**src/rtl/hs_pulse_pkg.sv**
```systemverilog
package hs_pulse_pkg;

    typedef enum logic [1:0] {
        ST_OFF   = 2'd0,
        ST_IDLE  = 2'd1,
        ST_PULSE = 2'd2
    } hs_state_e;

endpackage

```
**src/rtl/hs_edge_detect.sv**
```systemverilog
module hs_edge_detect (
    input  logic clk,
    input  logic rst_n,
    input  logic line_pin,
    input  logic sense,
    output logic line_asserted,
    output logic line_rise
);

    logic prev_q;

    // Polarity corrected view of the line: asserted when pin equals sense
    assign line_asserted = ~(line_pin ^ sense);

    always_ff @(posedge clk or negedge rst_n) begin
        if (!rst_n) begin
            prev_q <= 1'b0;
        end else begin
            prev_q <= line_asserted;
        end
    end

    // Combinational asserted edge against the registered copy
    assign line_rise = line_asserted & ~prev_q;

endmodule

```
**src/rtl/hs_pulse_fsm.sv**
```systemverilog
module hs_pulse_fsm
    import hs_pulse_pkg::*;
#(
    parameter int PULSE_CYCLES = 4
) (
    input  logic clk,
    input  logic rst_n,
    input  logic port_en,
    input  logic trigger,
    input  logic abort,
    output logic pulse_on
);

    localparam int CNT_W = (PULSE_CYCLES > 1) ? $clog2(PULSE_CYCLES) : 1;
    localparam logic [CNT_W-1:0] LAST_CNT = CNT_W'(PULSE_CYCLES - 1);

    hs_state_e        state_q, state_d;
    logic [CNT_W-1:0] cnt_q, cnt_d;
    logic             pend_q, pend_d;

    // State register
    always_ff @(posedge clk or negedge rst_n) begin
        if (!rst_n) begin
            state_q <= ST_OFF;
            cnt_q   <= '0;
            pend_q  <= 1'b0;
        end else begin
            state_q <= state_d;
            cnt_q   <= cnt_d;
            pend_q  <= pend_d;
        end
    end

    // Next state
    always_comb begin
        state_d = state_q;
        cnt_d   = cnt_q;
        pend_d  = pend_q | trigger;
        unique case (state_q)
            ST_OFF: begin
                cnt_d  = '0;
                pend_d = 1'b0;
                state_d = ST_IDLE;
            end
            ST_IDLE: begin
                cnt_d = '0;
                if (trigger || pend_q) begin
                    state_d = ST_PULSE;
                    pend_d  = 1'b0;
                end
            end
            ST_PULSE: begin
                if (abort || (cnt_q == LAST_CNT)) begin
                    state_d = ST_IDLE;
                    cnt_d   = '0;
                end else begin
                    cnt_d = cnt_q + 1'b1;
                end
            end
            default: begin
                state_d = ST_OFF;
                cnt_d   = '0;
                pend_d  = 1'b0;
            end
        endcase
        if (!port_en) begin
            state_d = ST_OFF;
            cnt_d   = '0;
            pend_d  = 1'b0;
        end
    end

    // Outputs
    always_comb begin
        pulse_on = (state_q == ST_PULSE);
    end

endmodule

```
**src/rtl/hs_pulse_strobe.sv**
```systemverilog
module hs_pulse_strobe #(
    parameter int PULSE_CYCLES = 4
) (
    input  logic clk,
    input  logic rst_n,
    input  logic port_en,
    input  logic pin_sense,
    input  logic ack_pin,
    input  logic data_ready,
    output logic strobe_pin,
    output logic strobe_status,
    output logic strobe_level
);

    logic ack_asserted;
    logic ack_rise;
    logic pulse_on;
    logic strobe_asserted;

    hs_edge_detect u_edge (
        .clk           (clk),
        .rst_n         (rst_n),
        .line_pin      (ack_pin),
        .sense         (pin_sense),
        .line_asserted (ack_asserted),
        .line_rise     (ack_rise)
    );

    hs_pulse_fsm #(
        .PULSE_CYCLES (PULSE_CYCLES)
    ) u_fsm (
        .clk      (clk),
        .rst_n    (rst_n),
        .port_en  (port_en),
        .trigger  (data_ready),
        .abort    (ack_rise),
        .pulse_on (pulse_on)
    );

    // Enable gating and early kill are combinational
    assign strobe_asserted = pulse_on & port_en & ~ack_rise;
    assign strobe_pin      = ~(strobe_asserted ^ pin_sense);
    assign strobe_status   = 1'b0;
    assign strobe_level    = strobe_pin;

endmodule

```
**config.mk**
```make
export PLATFORM = sky130hd
export DESIGN_NAME = hs_pulse_strobe
export DESIGN_NICKNAME = d
export VERILOG_FILES = /design/src/rtl/hs_pulse_pkg.sv /design/src/rtl/hs_edge_detect.sv /design/src/rtl/hs_pulse_fsm.sv /design/src/rtl/hs_pulse_strobe.sv
export SDC_FILE = /design/constraint.sdc
export NUM_CORES = 1
export LEC_CHECK = 0
export BUFFER_PORTS_ARGS = -buffer_cell sky130_fd_sc_hd__buf_2
export CELL_PAD_IN_SITES_DETAIL_PLACEMENT = 0
export CELL_PAD_IN_SITES_GLOBAL_PLACEMENT = 1
export CORE_AREA = 2 2 39 41
export CTS_CLUSTER_SIZE = 8
export DETAILED_ROUTE_END_ITERATION = 16
export DIE_AREA = 0 0 41 43
export PLACE_DENSITY_LB_ADDON = 0.1
export REMOVE_ABC_BUFFERS = 1
export SETUP_SLACK_MARGIN = 0.3
export SYNTH_ARGS = -nofsm -noshare
export SYNTH_HDL_FRONTEND = slang
export SYNTH_SLANG_ARGS = --single-unit
```
**constraint.sdc**
```tcl
create_clock -name clk -period 1.8 [get_ports clk]
set_clock_uncertainty 0.15 [all_clocks]
set_input_delay 0.36 -clock clk [delete_from_list [all_inputs] [get_ports clk]]
set_output_delay 0.36 -clock clk [all_outputs]
set_load 0.03 [all_outputs]
```
======== After elaboration in Yosys (flattened, before gate mapping) ========
Cells that the tools add are included.
operators by class
  mux-type cells .......................... 10
  add/subtract/negate cells ............... 1
  reductions and logical operators ........ 4
  equal/unequal tests ..................... 5
  bitwise operators ....................... 10
operator list
  kind                                                                    number
  2-bit two-way mux                                                       6
  3-bit by 2-bit != test with 1-bit output (second input constant)        2
  2-bit one-hot mux with 3 select lines                                   1
  2-bit equality test (second input constant)                             2
  1-bit NOT                                                               4
  1-bit bitwise AND                                                       3
  2-bit by 1-bit adder with 2-bit output (second input constant)          1
  2-bit by 1-bit equality test with 1-bit output (second input constant)  1
  2-bit logical NOT                                                       1
  1-bit logical OR                                                        2
  1-bit two-way mux                                                       2
  1-bit one-hot mux with 2 select lines                                   1
  2-bit AND reduction                                                     1
  1-bit bitwise XOR                                                       2
  1-bit bitwise OR                                                        1
word-level totals
  logic and storage cells ................. 34
  register bits after elaboration ......... 6
  bits of input ports ..................... 6
  output and inout bits ................... 3

======== Logic depth before layout (Yosys ltp) ========
Gate-level depths: netlist of run 1.
  word-level depth ........................ 7
  gate-level depth with buffers ........... 6

======== Hierarchy ========
Synthesis of run 1 repeated with hierarchy kept, for this count alone.
unflattened totals
  cells, all modules ...................... 31
  area, all modules ....................... 356.6 um^2
modules (own cells, without submodules)
  module           seq. area each (um^2)  area each (um^2)  instances  cells an instance
  hs_pulse_fsm     125.1                  279.0             1          23
  hs_edge_detect   25.0                   42.5              1          3
  hs_pulse_strobe  0.0                    35.0              1          5

======== Worst setup path after synthesis of run 1 ========
OpenSTA, ideal clock, no wires.
  kind .................................... register -> output
  start point ............................. register u_fsm.state_q[0]
  end point ............................... output port strobe_pin
  required time ........................... 1290 ps
  slack ................................... -56 ps
  arrival ................................. 1346 ps
  path buffers ............................ 1
  cell stages (with the launch flop) ...... 7
  path through ............................ dfrtp_1 > inv_1 > ha_1 > nand2_1 > o21ai_0 > o31a_2 > buf_4
on the way
  word-level cells in the longest chain between the ends .. 5
RTL lines
  item                             RTL line               source
  start, declared                  hs_pulse_fsm.sv:17     hs_state_e state_q, state_d;
  start signal, assigned           hs_pulse_fsm.sv:28     state_q <= state_d;
  2-bit equality test              hs_pulse_fsm.sv:75     pulse_on = (state_q == ST_PULSE);
  1-bit bitwise AND (2 in series)  hs_pulse_strobe.sv:41  assign strobe_asserted = pulse_on & port_en & ~ack_rise;
  1-bit bitwise XOR                hs_pulse_strobe.sv:42  assign strobe_pin = ~(strobe_asserted ^ pin_sense);
  1-bit NOT                        hs_pulse_strobe.sv:42
  end, declared                    hs_pulse_strobe.sv:10  output logic strobe_pin,
No other way between the ends.

======== Final worst setup path of run 1 ========
Same ends and word-level chain as after synthesis.

==> results of run 1 <==
registers in the layout (all words and copies together), names as in the netlist:
register       flops
u_fsm.state_q      2
u_edge.prev_q      1
u_fsm.pend_q       1
u_fsm.cnt_q        2
cells in the mapped netlist:
cell type	number
a32oi_1	1
ha_1	5
or3_1	1
conb_1	1
mux2i_1	1
xor2_1	1
o21bai_1	1
nor2_1	4
o211ai_1	1
nor2b_1	1
dfrtp_1	6
buf_4	2
nand3b_1	1
nand4b_1	1
o211ai_2	1
nand4bb_1	1
nor3b_1	1
inv_1	5
o21ai_0	2
nand2_1	2
o31a_2	1
metrics by stage:
step | setup slack [ns] | hold slack [ns] | util [%]
CTS | -0.0349 | 0.283 | 42.7
finish | -0.0402 | 0.295 | 43.9
global route | -0.0785 | 0.319 | 43.9
detailed placement | 0.0401 | 0.0379 | 32.5
floorplan | 0.0371 | -0.0856 | -
global placement | 0.0683 | 0.0342 | 32.5
kinds of logic (layout without fill, tap and decap cells):
logic type	count (synthesis)	count (layout)	share of synthesized area (%)
AND/OR/NAND/NOR	12	12	17.7
AO/OA/AOI/OAI	7	7	14.2
buffers and inverters	7	26	8.54
flip-flops	6	6	38.0
adder cells (fa/ha/maj)	5	5	15.8
other	1	1	0.948
XOR/XNOR	1	1	2.22
multiplexers	1	1	2.53
worst max-delay path: stages (launching register included):
cell     delay, ns
dfrtp_1       0.38
inv_2         0.08
ha_4          0.14
nand2_4       0.06
o31a_4        0.29
buf_6         0.14
area by class of cell:
class	instances	area (sq um)	share of cell area, %
clock buffer	3	22.5	3.70
tap	16	20.0	3.29
timing repair buffer	18	140	23.0
sequential	6	150	24.7
inverter	5	18.8	3.09
multi-input combinational	27	256	42.2
layer usage:
metal,vias up,routed length (um)
met5,-,0
met4,0,0
met3,0,16
met2,5,587
met1,181,377
li1,172,-
repair_timing:
item                       CTS  global route
hold buffers                 1             0
setup endpoints to repair    4             6
pin swaps                    6             3
setup buffers                6             2
hold endpoints to repair     6             0
gates resized for setup     16             2
how the worst max path moves through the flow:
stage          cells past startpoint           end  slack, ns
6_report                           5    strobe_pin      -0.04
3_5_place_dp                       6    strobe_pin       0.04
2_1_floorplan                      5  strobe_level       0.04
4_1_cts                            5    strobe_pin      -0.03
5_1_grt                            6    strobe_pin      -0.08
3_3_place_gp                       5  strobe_level       0.07
power by group:
group          switching (mW)  internal (mW)
Combinational           0.138          0.174
Clock                  0.0441         0.0751
Sequential             0.0212          0.158
Total                   0.203          0.407
==> impl_metrics.toml, run 1 <==
[timing]
hold_violations = 0
finalCritPeriodShare_pct = 102
layout_min_cycle_time_ns = 1.84
max_freq_mhz = 543
setup_ws_ns = -0.0402
finalMaxSlewViolations = 0
rsz0062_at_grt = "yes"
finalSetupViolCount = 2
fin_tns_setup_ns = -0.0788

[die]
pin_count = 9
start_util_pct = 28.6
die_x_um = 41
dieArea_sq_mm = 0.00176
fp.dieH_um = 43
core_sq_mm = 0.00138
num_rows = 14

[detailed_routing]
ant_nets = 0
drc_errors = 0
via_count = 358
avgRoutedWirePerCell_um = 13.1
viasPerCell = 4.77
finalWirelength_um = 981
drtIter0Drc = 0
drt_first_pass_iters = 1

[setup_path]
cp-start-kind = "register"
worst-path-max-fanout = 3
path_class = "reg2out"
rrSetupSlack_ns = 0.06
end_kind = "output port"
cp.arrival_ns = 1.33
r2r_start = "u_fsm.state_q[1]"
r2r-end = "u_fsm.state_q[1]"
required_ns = 1.29
r2r_cells = 8
startpoint = "u_fsm.state_q[0]"

[placed_design]
dpl_cell_area_sq_um = 450
gp_routability_congestion = 0.662
dpl.hpwl_um = 600
port_buffers = 7
dp.cells = 63

[layout]
layout-drive-gt1-share_pct = 47.5
final_common_cell = "buf_4"
layout.nets = 72
final_area_sq_um = 608
diodes = 0
final_cell_mix = "buf_4, dfrtp_1, buf_2"
fin_cells = 75
syn_to_final_growth_pct = 53.8
fillers = 139

[global_routing]
grt_pass1_wl_um = 1630
antenna_found_initial = 0
use_met1_pct = 15.6
grt_pass1_vias = 394
use_met2_pct = 23.1
grtUsageTotal_pct = 14.1
grt_max_degree = 7
busiest_layer = "met2"
met3_usage_pct = 1.57
overflow = 0

[run]
cap_violations = 0

[synth]
synth_area_leaders = "dfrtp_1, ha_1, inv_1"
synth_largest_area_cell = "dfrtp_1"
syn_inst = 40
seq_area_frac_synth_pct = 38.0
yosysTopAreaCellShare_pct = 38.0
ys_ff_latch = 6
synth_cell_types = 21
synth_area_sq_um = 395
synth_warnings = 0
avgSynthCellArea_sq_um = 9.88

[clock_network]
htree_levels = 1
ctsRootBufferMaster = "clkbuf_4"
clock-sinks = 6
path_clk_slew_ns = 0.04
numCtsBuffers = 3
cts_buffer_depth = 2
cts_tree = "done"
clk-insertion-delay-late_ns = 0.24

[worst_hold_path]
hold_path.class = "reg2reg"
hold-path-cell-count = 1
hp-start = "u_fsm.cnt_q[0]"
hold_end = "u_fsm.cnt_q[0]"

[power_and_ir_drop]
finalPower_uw = 610
power_leakage_nw = 0.297
vdd_drop_max_mv = 0.520
p_per_area_mw_per_mm2 = 1000

[outcome]
violations = "setup timing"
status = "finished, violations left"
Note: power is estimated with default switching activity, not from simulation.
==> inputs of run 2 (changes only) <==
SYNTH_HIERARCHICAL = 1   (was default)
clock period = 1.5 ns   (was 1.8 ns; I/O delays follow)
==> impl_metrics.toml, run 2 <==
[timing]
rsz0062_at_grt = "yes"
layout_min_cycle_time_ns = 1.76
finalMaxSlewViolations = 0
finalCritPeriodShare_pct = 117
setup_ws_ns = -0.261
hold_violations = 0
max_freq_mhz = 568
fin_tns_setup_ns = -0.619
finalSetupViolCount = 6

[worst_hold_path]
hold-path-cell-count = 3
hold_path.class = "in2reg"

[clock_network]
htree_levels = 1
path_clk_slew_ns = 0.04
numCtsBuffers = 3
cts_buffer_depth = 2
ctsRootBufferMaster = "clkbuf_4"
clk-insertion-delay-late_ns = 0.24
clock-sinks = 6
cts_tree = "done"

[detailed_routing]
drc_errors = 0
viasPerCell = 4.07
ant_nets = 0
via_count = 281
finalWirelength_um = 784
drt_first_pass_iters = 2
avgRoutedWirePerCell_um = 11.4
drtIter0Drc = 2

[layout]
final_common_cell = "buf_4"
syn_to_final_growth_pct = 71.6
final_cell_mix = "buf_4, buf_6, dfrtp_1"
reg_top3 = "u_fsm/cnt_q x2, u_fsm/state_q x2"
layout-drive-gt1-share_pct = 64.2
diodes = 0
fillers = 132
layout.nets = 66
final_area_sq_um = 612

[synth]
avgSynthCellArea_sq_um = 11.5
synth_top_flop_cell = "dfrtp_1"
synth_most_common_cell = "dfrtp_1"
yosysTopAreaCellShare_pct = 42.1
synth_area_sq_um = 357
synth_common_cells = "dfrtp_1, ha_1, buf_4, inv_1, nor2_1"
seq_area_frac_synth_pct = 42.1
ys_ff_latch = 6
synth_area_leaders = "dfrtp_1, ha_1, and4bb_4"
async_flop_share_pct = 100
synth_cell_types = 19
synth_edf_count = 0
synth_largest_area_cell = "dfrtp_1"
synth_warnings = 6
syn_inst = 31

[global_routing]
grt_max_degree = 7
grtUsageTotal_pct = 11.3
grt_pass1_wl_um = 1240
antenna_found_initial = 0
overflow = 0
grt_pass1_vias = 269

[setup_path]
required_ns = 1.05
cp.arrival_ns = 1.31
end_kind = "output port"
worst-path-max-fanout = 2
cp-start-kind = "register"
r2r_cells = 6
path_class = "reg2out"

[die]
fp.dieH_um = 43
start_util_pct = 25.8
num_rows = 14
pin_count = 9
dieArea_sq_mm = 0.00176
die_x_um = 41
core_sq_mm = 0.00138

[outcome]
violations = "setup timing"
status = "finished, violations left"

[run]
cap_violations = 0

[placed_design]
dpl.hpwl_um = 476
port_buffers = 7
place_ws_ns = -0.256
gp_routability_congestion = 0.665
dpl_cell_area_sq_um = 427

[power_and_ir_drop]
power_leakage_nw = 0.298
vdd_drop_max_mv = 0.676
p_per_area_mw_per_mm2 = 1430
==> run 2: cell count changes after synthesis, sizes merged, moves of 2 or more <==
cell / before / now
inv: 5 / 2
nand2: 2 / 0
nor2: 4 / 2
o211ai: 2 / 0
==> run 2: worst max-delay path, cell delays in order, from the launching register on <==
cell,delay [ns]
dfrtp_1,0.35
inv_2,0.05
ha_1,0.18
nand3b_1,0.13
xor2_2,0.20
buf_6,0.16
==> run 2: logic make-up after synthesis <==
| family | Yosys count | share of synthesized area (%) |
|---|---|---|
| other | 1 | 1.05 |
| and+or+nand+nor | 8 | 16.1 |
| AOI/OAI and AO/OA | 4 | 9.12 |
| DFF | 6 | 42.1 |
| muxes | 1 | 2.81 |
| buffers and inverters | 4 | 6.32 |
| adders and majority gates | 5 | 17.5 |
| xor gates and xnor gates | 2 | 4.91 |
==> run 2: final timing paths <==
path	start	end	slack [ns]
hold / removal	data_ready	u_fsm/pend_q	0.21
min in group asynchronous	rst_n	u_fsm/state_q[1]	0.27
setup / recovery	u_fsm/state_q[0]	strobe_level	-0.26
hold reg to reg	u_fsm/cnt_q[0]	u_fsm/cnt_q[0]	0.29
setup reg to reg	u_fsm/state_q[1]	u_fsm/state_q[0]	-0.07
max in group asynchronous	rst_n	u_fsm/cnt_q[0]	0.78
==> run 2: routing by layer <==
| layer | track usage (%) | up-vias | wire (um) | share of wire (%) |
|---|---|---|---|---|
| li1 | - | 145 | - | - |
| met1 | 13.9 | 128 | 343 | 44 |
| met2 | 15.3 | 6 | 397 | 51 |
| met3 | 3.14 | 2 | 31 | 4.0 |
| met4 | 10.0 | 0 | 11 | 1.4 |
| met5 | 0 | - | 0 | 0 |
==> run 2: where the power goes <==
| group | internal [mW] | switching, mW |
|---|---|---|
| clock network | 0.0901 | 0.0516 |
| logic | 0.302 | 0.214 |
| registers | 0.194 | 0.0210 |
| total | 0.586 | 0.287 |
==> run 2: per-stage QoR <==
stage	hold slack, ns	instances	utilization, %	total power [mW]
2_1_floorplan	-0.146	29	-	0.365
3_3_place_gp	-0.0201	56	30.8	0.437
3_5_place_dp	-0.0186	56	30.8	0.447
4_1_cts	0.190	63	39.2	0.759
5_1_grt	0.212	69	44.2	0.934
6_report	0.205	69	44.2	0.873
==> run 2: layout make-up <==
class                   instances  area, sq um  share of cell area, %
clock buffers                   3         22.5                   3.68
inverters                       2         7.51                   1.23
multi-input cells              21          238                   38.9
flip-flops and latches          6          150                   24.5
well taps                      16         20.0                   3.27
repair buffers                 21          174                   28.4
==> run 2: repair_timing <==
action	4_1_cts	5_1_grt
resized for setup	13	6
buffers inserted	3	6
pin swaps	3	3
hold buffers	1	0
setup endpoints to repair	7	7
hold endpoints to repair	6	0
==> inputs of run 3 (changes only) <==
SETUP_SLACK_MARGIN = 0.15   (was 0.3)
==> impl_metrics.toml, run 3 (same netlist as run 2, synthesis figures left out) <==
[timing]
finalMaxSlewViolations = 0
finalSetupViolCount = 4
finalCritPeriodShare_pct = 118
rsz0062_at_grt = "yes"
setup_ws_ns = -0.268
fin_tns_setup_ns = -0.639
hold_violations = 0
layout_min_cycle_time_ns = 1.77
max_freq_mhz = 566

[detailed_routing]
via_count = 275
viasPerCell = 4.17
drtIter0Drc = 3
drc_errors = 0
ant_nets = 0
avgRoutedWirePerCell_um = 11.7
finalWirelength_um = 770
drt_first_pass_iters = 3

[clock_network]
htree_levels = 1
clk-insertion-delay-late_ns = 0.24
cts_buffer_depth = 2
ctsRootBufferMaster = "clkbuf_4"
path_clk_slew_ns = 0.04
cts_tree = "done"
clock-sinks = 6
numCtsBuffers = 3

[die]
num_rows = 14
die_x_um = 41
dieArea_sq_mm = 0.00176
fp.dieH_um = 43
start_util_pct = 25.8
pin_count = 9
core_sq_mm = 0.00138

[outcome]
status = "finished, violations left"
violations = "setup timing"

[power_and_ir_drop]
power_leakage_nw = 0.282
finalPower_uw = 804
vdd_drop_max_mv = 0.698
p_per_area_mw_per_mm2 = 1380

[layout]
fillers = 138
diodes = 0
reg_top3 = "u_fsm/cnt_q x2, u_fsm/state_q x2"
syn_to_final_growth_pct = 63.5
layout.nets = 63
fin_cells = 66
layout-drive-gt1-share_pct = 60.0
final_cell_mix = "buf_6, buf_4, dfrtp_1"
final_area_sq_um = 583

[setup_path]
end_kind = "output port"
worst-path-max-fanout = 2
crit_buf_inv = 2
cp_cell_sequence = "inv_2 -> ha_1 -> nand3b_1 -> xor2_2 -> buf_6"
cp_slowest_cell = "dfrtp_1"
r2r_cells = 7
path_class = "reg2out"
cp-start-kind = "register"
crit_cells = 5
required_ns = 1.05
crit_path_max_incr_delay_ns = 0.35
cp.arrival_ns = 1.32
cp_top_family = "flip-flops"

[placed_design]
dpl.hpwl_um = 476
port_buffers = 7
dp.cells = 56
dpl_cell_area_sq_um = 427
gp_routability_congestion = 0.665

[worst_hold_path]
hold_path.class = "in2reg"
hold-path-cell-count = 3

[global_routing]
overflow = 0
grt_pass1_wl_um = 1150
antenna_found_initial = 0
grt_pass1_vias = 272
grtUsageTotal_pct = 10.6
grt_max_degree = 7

[run]
cap_violations = 0
-- run 3: changes by cell type in the layout (fill, tap and decap cells not counted) --
cell   change
ha_1       +1
buf_6      -1
ha_2       -1
buf_4      -2
-- run 3: final timing paths --
path                                   from          endpoint  slack, ns
max reg2reg                u_fsm/state_q[0]  u_fsm/state_q[0]      -0.08
min reg2reg                  u_fsm/cnt_q[0]    u_fsm/cnt_q[0]       0.29
min in group asynchronous             rst_n  u_fsm/state_q[1]       0.27
max in group asynchronous             rst_n    u_fsm/cnt_q[0]       0.78
max                        u_fsm/state_q[0]      strobe_level      -0.27
min                              data_ready      u_fsm/pend_q       0.19
-- run 3: what timing repair did --
item                                    4_1_cts  5_1_grt
setup buffers                                 3        3
gates resized for setup                      10        7
endpoints found under the hold margin         6        0
hold buffers                                  1        0
cloned                                        0        0
endpoints found under the setup margin        6        7
pin swaps                                     1        4
-- run 3: worst reg2reg max path, delay by kind of cell, from the launching register on --
kind | cells | cell delay, ns
AOI/OAI and AO/OA | 1 | 0.17
adders and majority gates | 1 | 0.15
buffers and inverters | 3 | 0.28
DFF | 1 | 0.35
muxes | 1 | 0.19
and+or+nand+nor | 1 | 0.21
-- run 3: metal layers --
| metal | GRT usage, % | vias to the layer above | part of all wire (%) |
|---|---|---|---|
| li1 | - | 140 | - |
| met1 | 12.9 | 127 | 41 |
| met2 | 14.1 | 6 | 53 |
| met3 | 3.14 | 2 | 4.0 |
| met4 | 10.0 | 0 | 1.4 |
| met5 | 0 | - | 0 |
-- run 3: cell type report --
class / instances / area (sq um) / area share, %
Multi-Input combinational cell: 21 / 235 / 40.3
Sequential cell: 6 / 150 / 25.8
Timing Repair Buffer: 18 / 148 / 25.3
Clock buffer: 3 / 22.5 / 3.86
Tap cell: 16 / 20.0 / 3.43
Inverter: 2 / 7.51 / 1.29
-- run 3: through the flow --
stage / hold WS, ns / util, % / worst slack [ns]
final: 0.186 / 42.1 / -0.268
after global routing: 0.206 / 42.1 / -0.359
after floorplan: -0.146 / - / -0.602
after CTS: 0.205 / 37.7 / -0.294
after global placement: -0.0201 / 30.8 / -0.220
after detailed placement: -0.0186 / 30.8 / -0.256
-- run 3: power by group --
group | switching [mW] | total [mW] | internal, mW
logic | 0.200 | 0.449 | 0.249
registers | 0.0196 | 0.213 | 0.194
clock network | 0.0524 | 0.142 | 0.0901
